### src/rtl/frc_pkg.sv
// Shared constants for the fractional clock rate controller.
// Assumes byte addressing on a 32-bit register bus.
package frc_pkg;
    localparam int unsigned FRC_CTRL_OFS  = 0;   // control word offset
    localparam int unsigned FRC_KICK_OFS  = 4;   // kick word offset
    localparam int unsigned FRC_FIELD_LSB = 8;   // rate code position
    localparam int unsigned FRC_KICK_BIT  = 31;  // request bit position
endpackage

### src/rtl/frc_regs.sv
// Register file: control word (rate code plus free bits) and kick request.
// Assumes one write per cycle and a combinational read path; the request
// is consumed when the frame timer signals the end of a frame.
module frc_regs #(
    parameter int DATA_W    = 32,
    parameter int ADDR_W    = 4,
    parameter int FRAME_W   = 5,
    parameter int FIELD_LSB = 8,
    parameter int KICK_BIT  = 31,
    parameter int CTRL_ADDR = 0,
    parameter int KICK_ADDR = 4
) (
    input  logic              clk,
    input  logic              rst_n,
    input  logic              bus_wr,
    input  logic [ADDR_W-1:0] bus_addr,
    input  logic [DATA_W-1:0] bus_wdata,
    output logic [DATA_W-1:0] bus_rdata,
    input  logic              frame_end,
    output logic [FRAME_W-1:0] rate_code,
    output logic              apply
);
    logic [DATA_W-1:0] ctrl_q;
    logic              kick_q;
    logic              ctrl_wr;
    logic              kick_set;

    assign ctrl_wr   = bus_wr && (bus_addr == ADDR_W'(CTRL_ADDR));
    assign kick_set  = bus_wr && (bus_addr == ADDR_W'(KICK_ADDR)) && bus_wdata[KICK_BIT];
    assign apply     = kick_q && frame_end;
    assign rate_code = ctrl_q[FIELD_LSB +: FRAME_W];

    // Control word: full-width store, locked while a request is pending.
    always_ff @(posedge clk) begin
        if (!rst_n)
            ctrl_q <= '0;
        else if (ctrl_wr && !kick_q)
            ctrl_q <= bus_wdata;
    end

    // Request bit: set by software, cleared by hardware when applied.
    always_ff @(posedge clk) begin
        if (!rst_n)
            kick_q <= 1'b0;
        else if (apply)
            kick_q <= 1'b0;
        else if (kick_set)
            kick_q <= 1'b1;
    end

    // Read mux: request bit alone in the kick word, zeros elsewhere.
    always_comb begin
        bus_rdata = '0;
        if (bus_addr == ADDR_W'(CTRL_ADDR))
            bus_rdata = ctrl_q;
        else if (bus_addr == ADDR_W'(KICK_ADDR))
            bus_rdata[KICK_BIT] = kick_q;
    end


    kick_clear_at_boundary_chk: assert property (@(posedge clk) disable iff (!rst_n)
        $fell(kick_q) |-> $past(frame_end));


    busy_write_dropped_chk: assert property (@(posedge clk) disable iff (!rst_n)
        $past(ctrl_wr && kick_q) |-> $stable(ctrl_q));
endmodule

### src/rtl/frc_frame.sv
// Frame timer and shadow multiplier. Counts parent cycles in frames of
// 2**FRAME_W and loads the multiplier (frame size minus code) only on apply.
// Assumes apply is asserted only in the frame's last cycle.
module frc_frame #(
    parameter int FRAME_W = 5,
    localparam int FRAME  = 1 << FRAME_W,
    localparam int MULT_W = FRAME_W + 1
) (
    input  logic               clk,
    input  logic               rst_n,
    input  logic               apply,
    input  logic [FRAME_W-1:0] rate_code,
    output logic               frame_start,
    output logic               frame_end,
    output logic [MULT_W-1:0]  mult
);
    logic [FRAME_W-1:0] cnt_q;
    logic [MULT_W-1:0]  mult_q;

    assign frame_start = (cnt_q == '0);
    assign frame_end   = (cnt_q == FRAME_W'(FRAME - 1));
    assign mult        = mult_q;

    // Cycle position within the current frame.
    always_ff @(posedge clk) begin
        if (!rst_n)
            cnt_q <= '0;
        else
            cnt_q <= cnt_q + 1'b1;
    end

    // Shadow multiplier: full rate after reset, reloaded at frame close.
    always_ff @(posedge clk) begin
        if (!rst_n)
            mult_q <= MULT_W'(FRAME);
        else if (apply)
            mult_q <= MULT_W'(FRAME) - {1'b0, rate_code};
    end


    mult_only_on_apply_chk: assert property (@(posedge clk) disable iff (!rst_n)
        (mult_q != $past(mult_q)) |-> $past(apply));
endmodule

### src/rtl/frc_accum.sv
// Phase accumulator: adds the multiplier each cycle modulo the frame size
// and emits an enable on carry, spreading pulses evenly across the frame.
// Assumes the multiplier is constant within a frame and lies in 1..FRAME.
module frc_accum #(
    parameter int FRAME_W = 5,
    localparam int FRAME  = 1 << FRAME_W,
    localparam int HALF   = FRAME / 2,
    localparam int MULT_W = FRAME_W + 1
) (
    input  logic              clk,
    input  logic              rst_n,
    input  logic [MULT_W-1:0] mult,
    input  logic              frame_start,
    input  logic              frame_end,
    output logic              pulse
);
    logic [FRAME_W-1:0] acc_q;
    logic [MULT_W-1:0]  sum;
    logic [MULT_W-1:0]  seen_q;

    assign sum   = {1'b0, acc_q} + mult;
    assign pulse = sum[FRAME_W];

    // Phase register: keeps the remainder after each carry.
    always_ff @(posedge clk) begin
        if (!rst_n)
            acc_q <= '0;
        else
            acc_q <= sum[FRAME_W-1:0];
    end

    // Pulses seen so far in this frame, for the per-frame count check.
    always_ff @(posedge clk) begin
        if (!rst_n || frame_end)
            seen_q <= '0;
        else
            seen_q <= seen_q + MULT_W'(pulse);
    end


    acc_zero_at_start_chk: assert property (@(posedge clk) disable iff (!rst_n)
        frame_start |-> (acc_q == '0));


    pulses_per_frame_chk: assert property (@(posedge clk) disable iff (!rst_n)
        frame_end |-> ((seen_q + MULT_W'(pulse)) == mult));


    no_adjacent_pulse_chk: assert property (@(posedge clk) disable iff (!rst_n)
        (pulse && !frame_end && (mult <= MULT_W'(HALF))) |=> !pulse);
endmodule

### src/rtl/frc_top.sv
// Fractional clock rate controller: register file, frame timer with shadow
// multiplier, and pulse-swallowing accumulator. Output is a clock enable
// on the parent clock domain; all state resets synchronously, active low.
module frc_top
    import frc_pkg::*;
#(
    parameter int DATA_W  = 32,
    parameter int ADDR_W  = 4,
    parameter int FRAME_W = 5,
    localparam int MULT_W = FRAME_W + 1
) (
    input  logic              clk,
    input  logic              rst_n,
    input  logic              bus_wr,
    input  logic [ADDR_W-1:0] bus_addr,
    input  logic [DATA_W-1:0] bus_wdata,
    output logic [DATA_W-1:0] bus_rdata,
    output logic              clk_en
);
    logic [FRAME_W-1:0] rate_code;
    logic               apply;
    logic               frame_start;
    logic               frame_end;
    logic [MULT_W-1:0]  mult;

    frc_regs #(
        .DATA_W    (DATA_W),
        .ADDR_W    (ADDR_W),
        .FRAME_W   (FRAME_W),
        .FIELD_LSB (int'(FRC_FIELD_LSB)),
        .KICK_BIT  (int'(FRC_KICK_BIT)),
        .CTRL_ADDR (int'(FRC_CTRL_OFS)),
        .KICK_ADDR (int'(FRC_KICK_OFS))
    ) u_regs (
        .clk       (clk),
        .rst_n     (rst_n),
        .bus_wr    (bus_wr),
        .bus_addr  (bus_addr),
        .bus_wdata (bus_wdata),
        .bus_rdata (bus_rdata),
        .frame_end (frame_end),
        .rate_code (rate_code),
        .apply     (apply)
    );

    frc_frame #(.FRAME_W(FRAME_W)) u_frame (
        .clk         (clk),
        .rst_n       (rst_n),
        .apply       (apply),
        .rate_code   (rate_code),
        .frame_start (frame_start),
        .frame_end   (frame_end),
        .mult        (mult)
    );

    frc_accum #(.FRAME_W(FRAME_W)) u_accum (
        .clk         (clk),
        .rst_n       (rst_n),
        .mult        (mult),
        .frame_start (frame_start),
        .frame_end   (frame_end),
        .pulse       (clk_en)
    );
endmodule

### config.mk
export PLATFORM = sky130hd
export DESIGN_NAME = frc_top
export DESIGN_NICKNAME = d
export VERILOG_FILES = /design/src/rtl/frc_pkg.sv /design/src/rtl/frc_regs.sv /design/src/rtl/frc_frame.sv /design/src/rtl/frc_accum.sv /design/src/rtl/frc_top.sv
export SDC_FILE = /design/constraint.sdc
export NUM_CORES = 1
export LEC_CHECK = 0
export CORE_MARGIN = 5
export CORE_UTILIZATION = 47
export DETAILED_ROUTE_END_ITERATION = 10
export PLACE_DENSITY = 0.8
export RECOVER_POWER = 100
export SYNTH_ARGS = -nofsm -noshare
export SYNTH_HDL_FRONTEND = slang
export SYNTH_SLANG_ARGS = --single-unit
### constraint.sdc
create_clock -name clk -period 1.9 [get_ports clk]
set_clock_uncertainty 0.2 [all_clocks]
set_input_delay 0.19 -clock clk [delete_from_list [all_inputs] [get_ports clk]]
set_output_delay 0.19 -clock clk [all_outputs]
set_load 0.005 [all_outputs]
# [Yosys cells after proc, flatten, opt, wreduce, memory -nomap -nowiden]
# Index checks and enable logic that the tools add are counted.
[op_classes] n_bitwise=1 mux=3 addsub=3 n_eq_ne=2 n_reduce_logical=8
[op_table] op="$mux 31" count=1
[op_table] op="$add 5x6->6" count=1
[op_table] op="$sub 6x5->6 const A" count=1
[op_table] op="$add 5x1->5 const B" count=1
[op_table] op="$eq 5x5->1 const B" count=1
[op_table] op="$logic_and 1x1->1" count=5
[op_table] op="$eq 4x3->1 const B" count=1
[op_table] op="$logic_not 4->1" count=1
[op_table] op="$mux 1" count=2
[op_table] op="$reduce_or 2->1" count=1
[op_table] op="$logic_not 1->1" count=1
[op_table] op="$not 1->1" count=1
[totals] out_inout_bits=33 elab_cells=22 inputBits=39 regBits=49

# [Depth between registers and ports, before layout]
# Gate-level depths: netlist of run 1.
[depth] depth_word=3 mapped_depth=7

# [Modules after synthesis]
# From an unflattened synthesis of run 1, not the netlist that was laid out.
[hier_totals] hier_cells=271 hier_area_um2=2483.6
[by_module_without_submodules] mod="frc_regs" seq_area_each_um2=660.6 cells_per_inst=186 n_inst=1 area_each_um2=1631.6
[by_module_without_submodules] mod="frc_frame" seq_area_each_um2=220.2 cells_per_inst=51 n_inst=1 area_each_um2=516.7
[by_module_without_submodules] mod="frc_accum" seq_area_each_um2=100.1 cells_per_inst=34 n_inst=1 area_each_um2=335.3

# [Worst setup path after synthesis of run 1]
# No wires, ideal clock.
[synth_path] path_kind="register to register" from="reg u_frame.mult_q[0], in the netlist u_frame.mult[0]" to="reg u_accum.acc_q[4]" arrival_ns=1.399 path_slack_ns=0.230 required_time_ns=1.628 stages_incl_launch_ff=6 path_cell_list="dfxtp_1 ha_1 fa_1 a21o_1 a21oi_1 mux2i_1"
[synth_between] elab_chain_cells=1
[synth_rtl] element="start, declared" line_no="frc_frame.sv:18" rtl="logic [MULT_W-1:0] mult_q;"
[synth_rtl] element="start signal, assigned" line_no="frc_frame.sv:35" rtl="mult_q <= MULT_W'(FRAME);"
[synth_rtl] element="start signal, assigned" line_no="frc_frame.sv:37" rtl="mult_q <= MULT_W'(FRAME) - {1'b0, rate_code};"
[synth_rtl] element="$add 5x6->6" line_no="frc_accum.sv:21" rtl="assign sum = {1'b0, acc_q} + mult;"
[synth_rtl] element="end signal, assigned" line_no="frc_accum.sv:29" rtl="acc_q <= sum[FRAME_W-1:0];"
[synth_rtl] element="end, declared" line_no="frc_accum.sv:17" rtl="logic [FRAME_W-1:0] acc_q;"
# No other way between the ends.
# A chain may end at the register's enable or synchronous reset.

# [Worst setup path in the final report of run 1]
[layout_path] from="reg u_frame.mult_q[4], in the netlist u_frame.mult[4]" to="out clk_en"
[layout_between] elab_chain_cells=1
[layout_rtl] element="$add 5x6->6" line_no="frc_accum.sv:21"
[layout_rtl] element="end, declared" line_no="frc_top.sv:18" rtl="output logic clk_en"
# No other way between the ends.

==> flow_summary.yaml, run 1 <==
setup_path:
  start_kind: "register"
  arrival_ns: 1.58
  path_max_fanout: 2
  cp_data_required_time_ns: 1.51
  worstReg2RegStart: "u_frame.mult[0]"
  end_kind: "output port"
  r2r_cells: 6
  regToRegSetupSlack_ns: 0.06
  r2r_end: "u_accum.acc_q[4]"
  critPathKind: "reg -> out"
drt:
  viasPerCell: 4.80
  drt_iter0_markers: 63
  routed_wl_um: 5370
  vias: 1994
  dr.pass1.iters: 4
  route.detailed.drc: 0
  wl_per_cell_um: 12.9
  ant_nets: 0
placed_design:
  hpwl_um: 3810
  pre_cts_ws_ns: -0.376
  gp_congestion: 0.748
  port_buffers: 71
  place_inst: 404
clock_network:
  cts_tree: "yes"
  clk_pin_slew_ns: 0.08
  cts_buffer_depth: 2
  root_buffer: "clkbuf_8"
  cts_num_sinks: 49
  cts_inserted_buffers: 5
  cts-htree-levels: 2
  clkLatencyLatePin_ns: 0.30
sta:
  hold_violations: 0
  fmax_mhz: 506
  timing.setup.tns_ns: -0.0748
  setup_viol: 1
  grt_setup_unrepaired: "yes"
  min_period_ns: 1.97
  finalCritPeriodShare_pct: 104
  relSlewSlack_pct: 51.9
  fin_ws_ns: -0.0748
  slew_violations: 0
  worst_pin_slew_ns: 0.721
power_and_ir_drop:
  p_per_area_nw_per_um2: 546
  power_frac_seq_pct: 58.4
  power.share.clock_pct: 32.3
  power_switching_mw: 0.395
  vdd_ir_drop_max_mv: 0.396
  swShare_pct: 22.0
  pwr-share-comb_pct: 9.3
  p_leak_nw: 1.45
  p_int_mw: 1.40
cells_and_area:
  instances_no_fill: 415
  num-nets-final: 392
  layout_common_cells: "nand2_1 (74), dfxtp_1 (46), and2_1 (37), dlygate4sd2_1 (35)"
  layout_commonest_cell: "nand2_1"
  diodes: 0
  drive_gt1_share_pct: 11.0
  area_delta_synth_final_pct: 37.7
floorplan:
  dieArea_um2: 6610
  row_count: 26
  pin_count: 72
  core_um2: 5010
  die_w_um: 81.3
  initial_core_util_pct: 47.7
  die_y_um: 81.3
synth:
  synth-seq-cells: 49
  synth-seq-area-share_pct: 41.0
  syn_inst: 267
  syn_nets: 315
  syn_avg_cell_area_um2: 8.95
  ys_warn_count: 0
  yosysUniqueCellTypes: 34
  netlist_area_um2: 2390
global_route:
  grt_pass1_vias: 1949
  antenna_found_initial: 0
  gr-total-overflow: 0
  grt_usage_pct: 17.9
  grt_pass1_wl_um: 9050
  grt_start_max_net_pins: 42
hold_path:
  hold_start: "rst_n"
  min_to: "u_regs.ctrl_q[0]"
  hold_depth: 3
  min_path_type: "in -> reg"
outcome:
  violations: "negative setup slack"
  status: "finished with violations"
job:
  maxCapViolCount: 0
## metal layers
layer / global-route usage, % / wire length [um]
met1: 20.3 / 2250
met2: 30.5 / 2750
met3: 4.10 / 194
met4: 10.1 / 182
met5: 0 / 0
## power by group through the flow
stage / Clock [mW] / Combinational, mW / Sequential (mW)
global route: 0.635 / 0.185 / 1.05
CTS: 0.598 / 0.182 / 1.05
detailed placement: 0 / 0.177 / 1.07
finish: 0.580 / 0.166 / 1.05
floorplan: 0 / 0.0748 / 1.07
global placement: 0 / 0.173 / 1.07
## state kept, by name, indices dropped and copies added, names as in the netlist
signal / cells
u_regs.kick_q: 1
u_accum.acc_q: 5
u_frame.mult: 6
u_frame.cnt_q: 5
u_regs.ctrl_q: 32
## cells in the mapped netlist, drive strengths merged
library cell | n | area [um2]
nor2b | 2 | 12.5
nor3b | 3 | 22.5
ha | 8 | 100
and3b | 1 | 8.76
mux2i | 33 | 330
nor4b | 1 | 8.76
nand3 | 5 | 25.0
a211oi | 2 | 15.0
a221oi | 1 | 8.76
buf | 5 | 75.1
nand2 | 74 | 278
o211ai | 1 | 7.51
xnor2 | 2 | 17.5
nand2b | 1 | 6.26
a21boi | 3 | 22.5
clkbuf | 12 | 45.0
a21oi | 1 | 5.00
or3b | 1 | 8.76
inv | 3 | 11.3
a31oi | 1 | 6.26
a21o | 2 | 15.0
and2 | 39 | 245
a22o | 1 | 10.0
fa | 1 | 20.0
o21ai | 5 | 25.0
dfxtp | 49 | 981
nor3 | 1 | 5.00
xor2 | 4 | 35.0
nor4 | 1 | 21.3
nor2 | 3 | 11.3
and3 | 1 | 6.26
## worst max-delay path by stage
stage	to	start	cells past startpoint	slack (ns)
4_1_cts	clk_en	u_frame.mult[4]	5	-0.07
3_3_place_gp	bus_rdata[31]	bus_addr[1]	4	-0.37
5_1_grt	clk_en	u_frame.mult[3]	5	-0.13
3_5_place_dp	bus_rdata[31]	bus_addr[1]	4	-0.38
6_report	clk_en	u_frame.mult[4]	5	-0.07
2_1_floorplan	u_accum.acc_q[4]	u_frame.mult[0]	5	0.23
## final cells by class
type / instances / area [um2]
tap: 70 / 87.6
fill: 450 / 1720
clock buffer: 8 / 80.1
multi-input combinational: 198 / 1340
inverter: 3 / 11.3
timing repair buffer: 87 / 788
sequential: 49 / 985
## through the flow
stage	hold WS [ns]	total power, mW	cell area (um2)	util, %
2_1_floorplan	0.132	1.15	2390	-
3_3_place_gp	0.238	1.25	3210	64.1
3_5_place_dp	0.243	1.25	3210	64.1
4_1_cts	0.0902	1.83	3340	66.6
5_1_grt	0.233	1.87	3290	65.7
6_report	0.190	1.80	3290	65.7
## cell families (layout without fill, tap and decap cells)
logic type / after synthesis / count (layout) / synth area share [%]
AO/OA/AOI/OAI: 17 / 17 / 4.82
XOR/XNOR: 6 / 6 / 2.20
buffers and inverters: 20 / 98 / 5.50
AND/OR/NAND/NOR: 133 / 133 / 27.6
flip-flops: 49 / 49 / 41.0
multiplexers: 33 / 33 / 13.8
adder cells (fa/ha/maj): 9 / 9 / 5.03
## worst max-delay path: stages (launching register included)
cell	delay, ns
dfxtp_2	0.34
ha_4	0.26
nor2b_4	0.13
or3b_4	0.38
nand3_2	0.07
buf_2	0.10
## what timing repair did
item / in CTS / in global routing
setup endpoints to repair: 33 / 4
gates resized for setup: 53 / 5
cloned: 1 / 0
hold buffers: 0 / 0
setup buffers: 1 / 1
pin swaps: 2 / 3
Power figures use the tool's default switching activity.
==> run 2: changes to the inputs <==
Settings changed: GPL_ROUTABILITY_DRIVEN set to 0, HOLD_SLACK_MARGIN set to 0.12.
==> run 2 against run 1 <==
Compared with the run above: register-to-register slack about the same; worst hold slack improved by 0.048 ns; critical endpoint unchanged; power rose by 0.46%; largest power group unchanged; non-clock buffer count grew 1; the flow still finishes with violations (negative setup slack).
==> flow_summary.yaml, run 2 (same netlist as run 1, synthesis figures left out) <==
outcome:
  status: "finished with violations"
  violations: "negative setup slack"
floorplan:
  die_y_um: 81.3
  dieArea_um2: 6610
  initial_core_util_pct: 47.7
  core_um2: 5010
  row_count: 26
  die_w_um: 81.3
  pin_count: 72
power_and_ir_drop:
  swShare_pct: 21.9
  power_mw: 1.80
  power.share.clock_pct: 32.0
  p_leak_nw: 1.46
  p_int_mw: 1.41
  power_switching_mw: 0.395
  p_per_area_nw_per_um2: 541
  pwr-share-comb_pct: 9.8
  vdd_ir_drop_max_mv: 0.399
  power_frac_seq_pct: 58.2
global_route:
  grt_pass1_vias: 1955
  grt_pass1_wl_um: 9060
  grt_usage_pct: 17.9
  grt_start_max_net_pins: 42
  gr-total-overflow: 0
  antenna_found_initial: 0
drt:
  wl_per_cell_um: 13.0
  viasPerCell: 4.78
  vias: 1990
  drt_iter0_markers: 64
  dr.pass1.iters: 4
  route.detailed.drc: 0
  routed_wl_um: 5400
  ant_nets: 0
clock_network:
  root_buffer: "clkbuf_8"
  cts_num_sinks: 49
  clk_pin_slew_ns: 0.08
  cts_tree: "yes"
  clkLatencyLatePin_ns: 0.29
  cts-htree-levels: 2
  cts_buffer_depth: 2
  cts_inserted_buffers: 5
sta:
  setup_viol: 1
  worst_pin_slew_ns: 0.768
  min_period_ns: 1.97
  timing.setup.tns_ns: -0.0726
  fmax_mhz: 507
  finalCritPeriodShare_pct: 104
  grt_setup_unrepaired: "yes"
  relSlewSlack_pct: 48.8
  fin_ws_ns: -0.0726
  slew_violations: 0
  hold_violations: 0
hold_path:
  hold_start: "bus_wdata[9]"
  min_path_type: "in -> reg"
cells_and_area:
  drive_gt1_share_pct: 11.3
  instances_no_fill: 416
  layout_commonest_cell: "nand2_1"
  area_delta_synth_final_pct: 39.6
  nFillCells: 446
  final_core_util_pct: 66.6
  num-nets-final: 393
  diodes: 0
  reg_top3: "u_regs.ctrl_q x32, u_frame.mult x6"
  top_register: "u_regs.ctrl_q"
  largest_reg_flops: 32
  layout_common_cells: "nand2_1 (74), dfxtp_1 (46), and2_1 (38), dlygate4sd2_1 (35)"
setup_path:
  arrival_ns: 1.58
  path_max_fanout: 2
  end_kind: "output port"
  crit_start: "u_frame.mult[4]"
  start_kind: "register"
  critPathKind: "reg -> out"
  worst_path_max_delay_cell: "or3b_4"
  worstReg2RegStart: "u_frame.mult[0]"
  cp_data_required_time_ns: 1.51
  regToRegSetupSlack_ns: 0.07
  slowest_delay_ns: 0.38
  path_cells: "ha_4 -> nor2b_4 -> or3b_4 -> nand3_2 -> buf_2"
job:
  maxCapViolCount: 0
placed_design:
  port_buffers: 71
  place_inst: 404
  hpwl_um: 3810
==> run 2: worst paths after layout <==
| path | end | cells past startpoint |
|---|---|---|
| min | u_regs.ctrl_q[9] | 3 |
| min reg2reg | u_regs.ctrl_q[28] | 2 |
| max | clk_en | 5 |
| max reg2reg | u_accum.acc_q[4] | 6 |
==> run 2: critical path: cells and delay by family, from the launching register on <==
family                   cells  cell delay, ns
AND/OR/NAND/NOR              3            0.58
flip-flops                   1            0.34
adder cells (fa/ha/maj)      1            0.26
buffers and inverters        1            0.10
==> run 2: per-layer routing <==
layer | vias up | part of all wire (%) | GRT usage [%]
li1 | 1031 | - | -
met1 | 895 | 42 | 20.4
met3 | 15 | 3.6 | 3.99
met5 | - | 0 | 0
met2 | 49 | 51 | 30.6
met4 | 0 | 2.9 | 10.1
==> run 2: power by group through the flow <==
stage / Clock (mW) / Sequential [mW] / Combinational, mW
final: 0.578 / 1.05 / 0.177
after global routing: 0.635 / 1.05 / 0.195
after CTS: 0.598 / 1.05 / 0.183
after detailed placement: 0 / 1.07 / 0.177
after global placement: 0 / 1.07 / 0.173
after floorplan: 0 / 1.07 / 0.0748
==> run 2: repair_timing <==
action                     4_1_cts  5_1_grt
cloned                           1        0
pin swaps                        2        3
buffers inserted                 1        1
hold endpoints to repair         7        0
gates resized for setup         53        5
setup endpoints to repair       33        4
hold buffers                     1        0
==> run 2: metrics by stage <==
step / hold slack (ns) / setup WS (ns) / instance area [um2]
after floorplan: 0.132 / 0.230 / 2390
after global placement: 0.238 / -0.373 / 3210
after detailed placement: 0.243 / -0.376 / 3210
after CTS: 0.228 / -0.0703 / 3350
after global routing: 0.233 / -0.134 / 3340
final: 0.239 / -0.0726 / 3340
==> run 2: layout make-up <==
type	instances	area (um2)	area share, %
clock buffers	8	80.1	2.40
multi-input cells	198	1340	40.2
well taps	70	87.6	2.62
flip-flops and latches	49	985	29.5
inverters	3	11.3	0.337
repair buffers	88	833	25.0
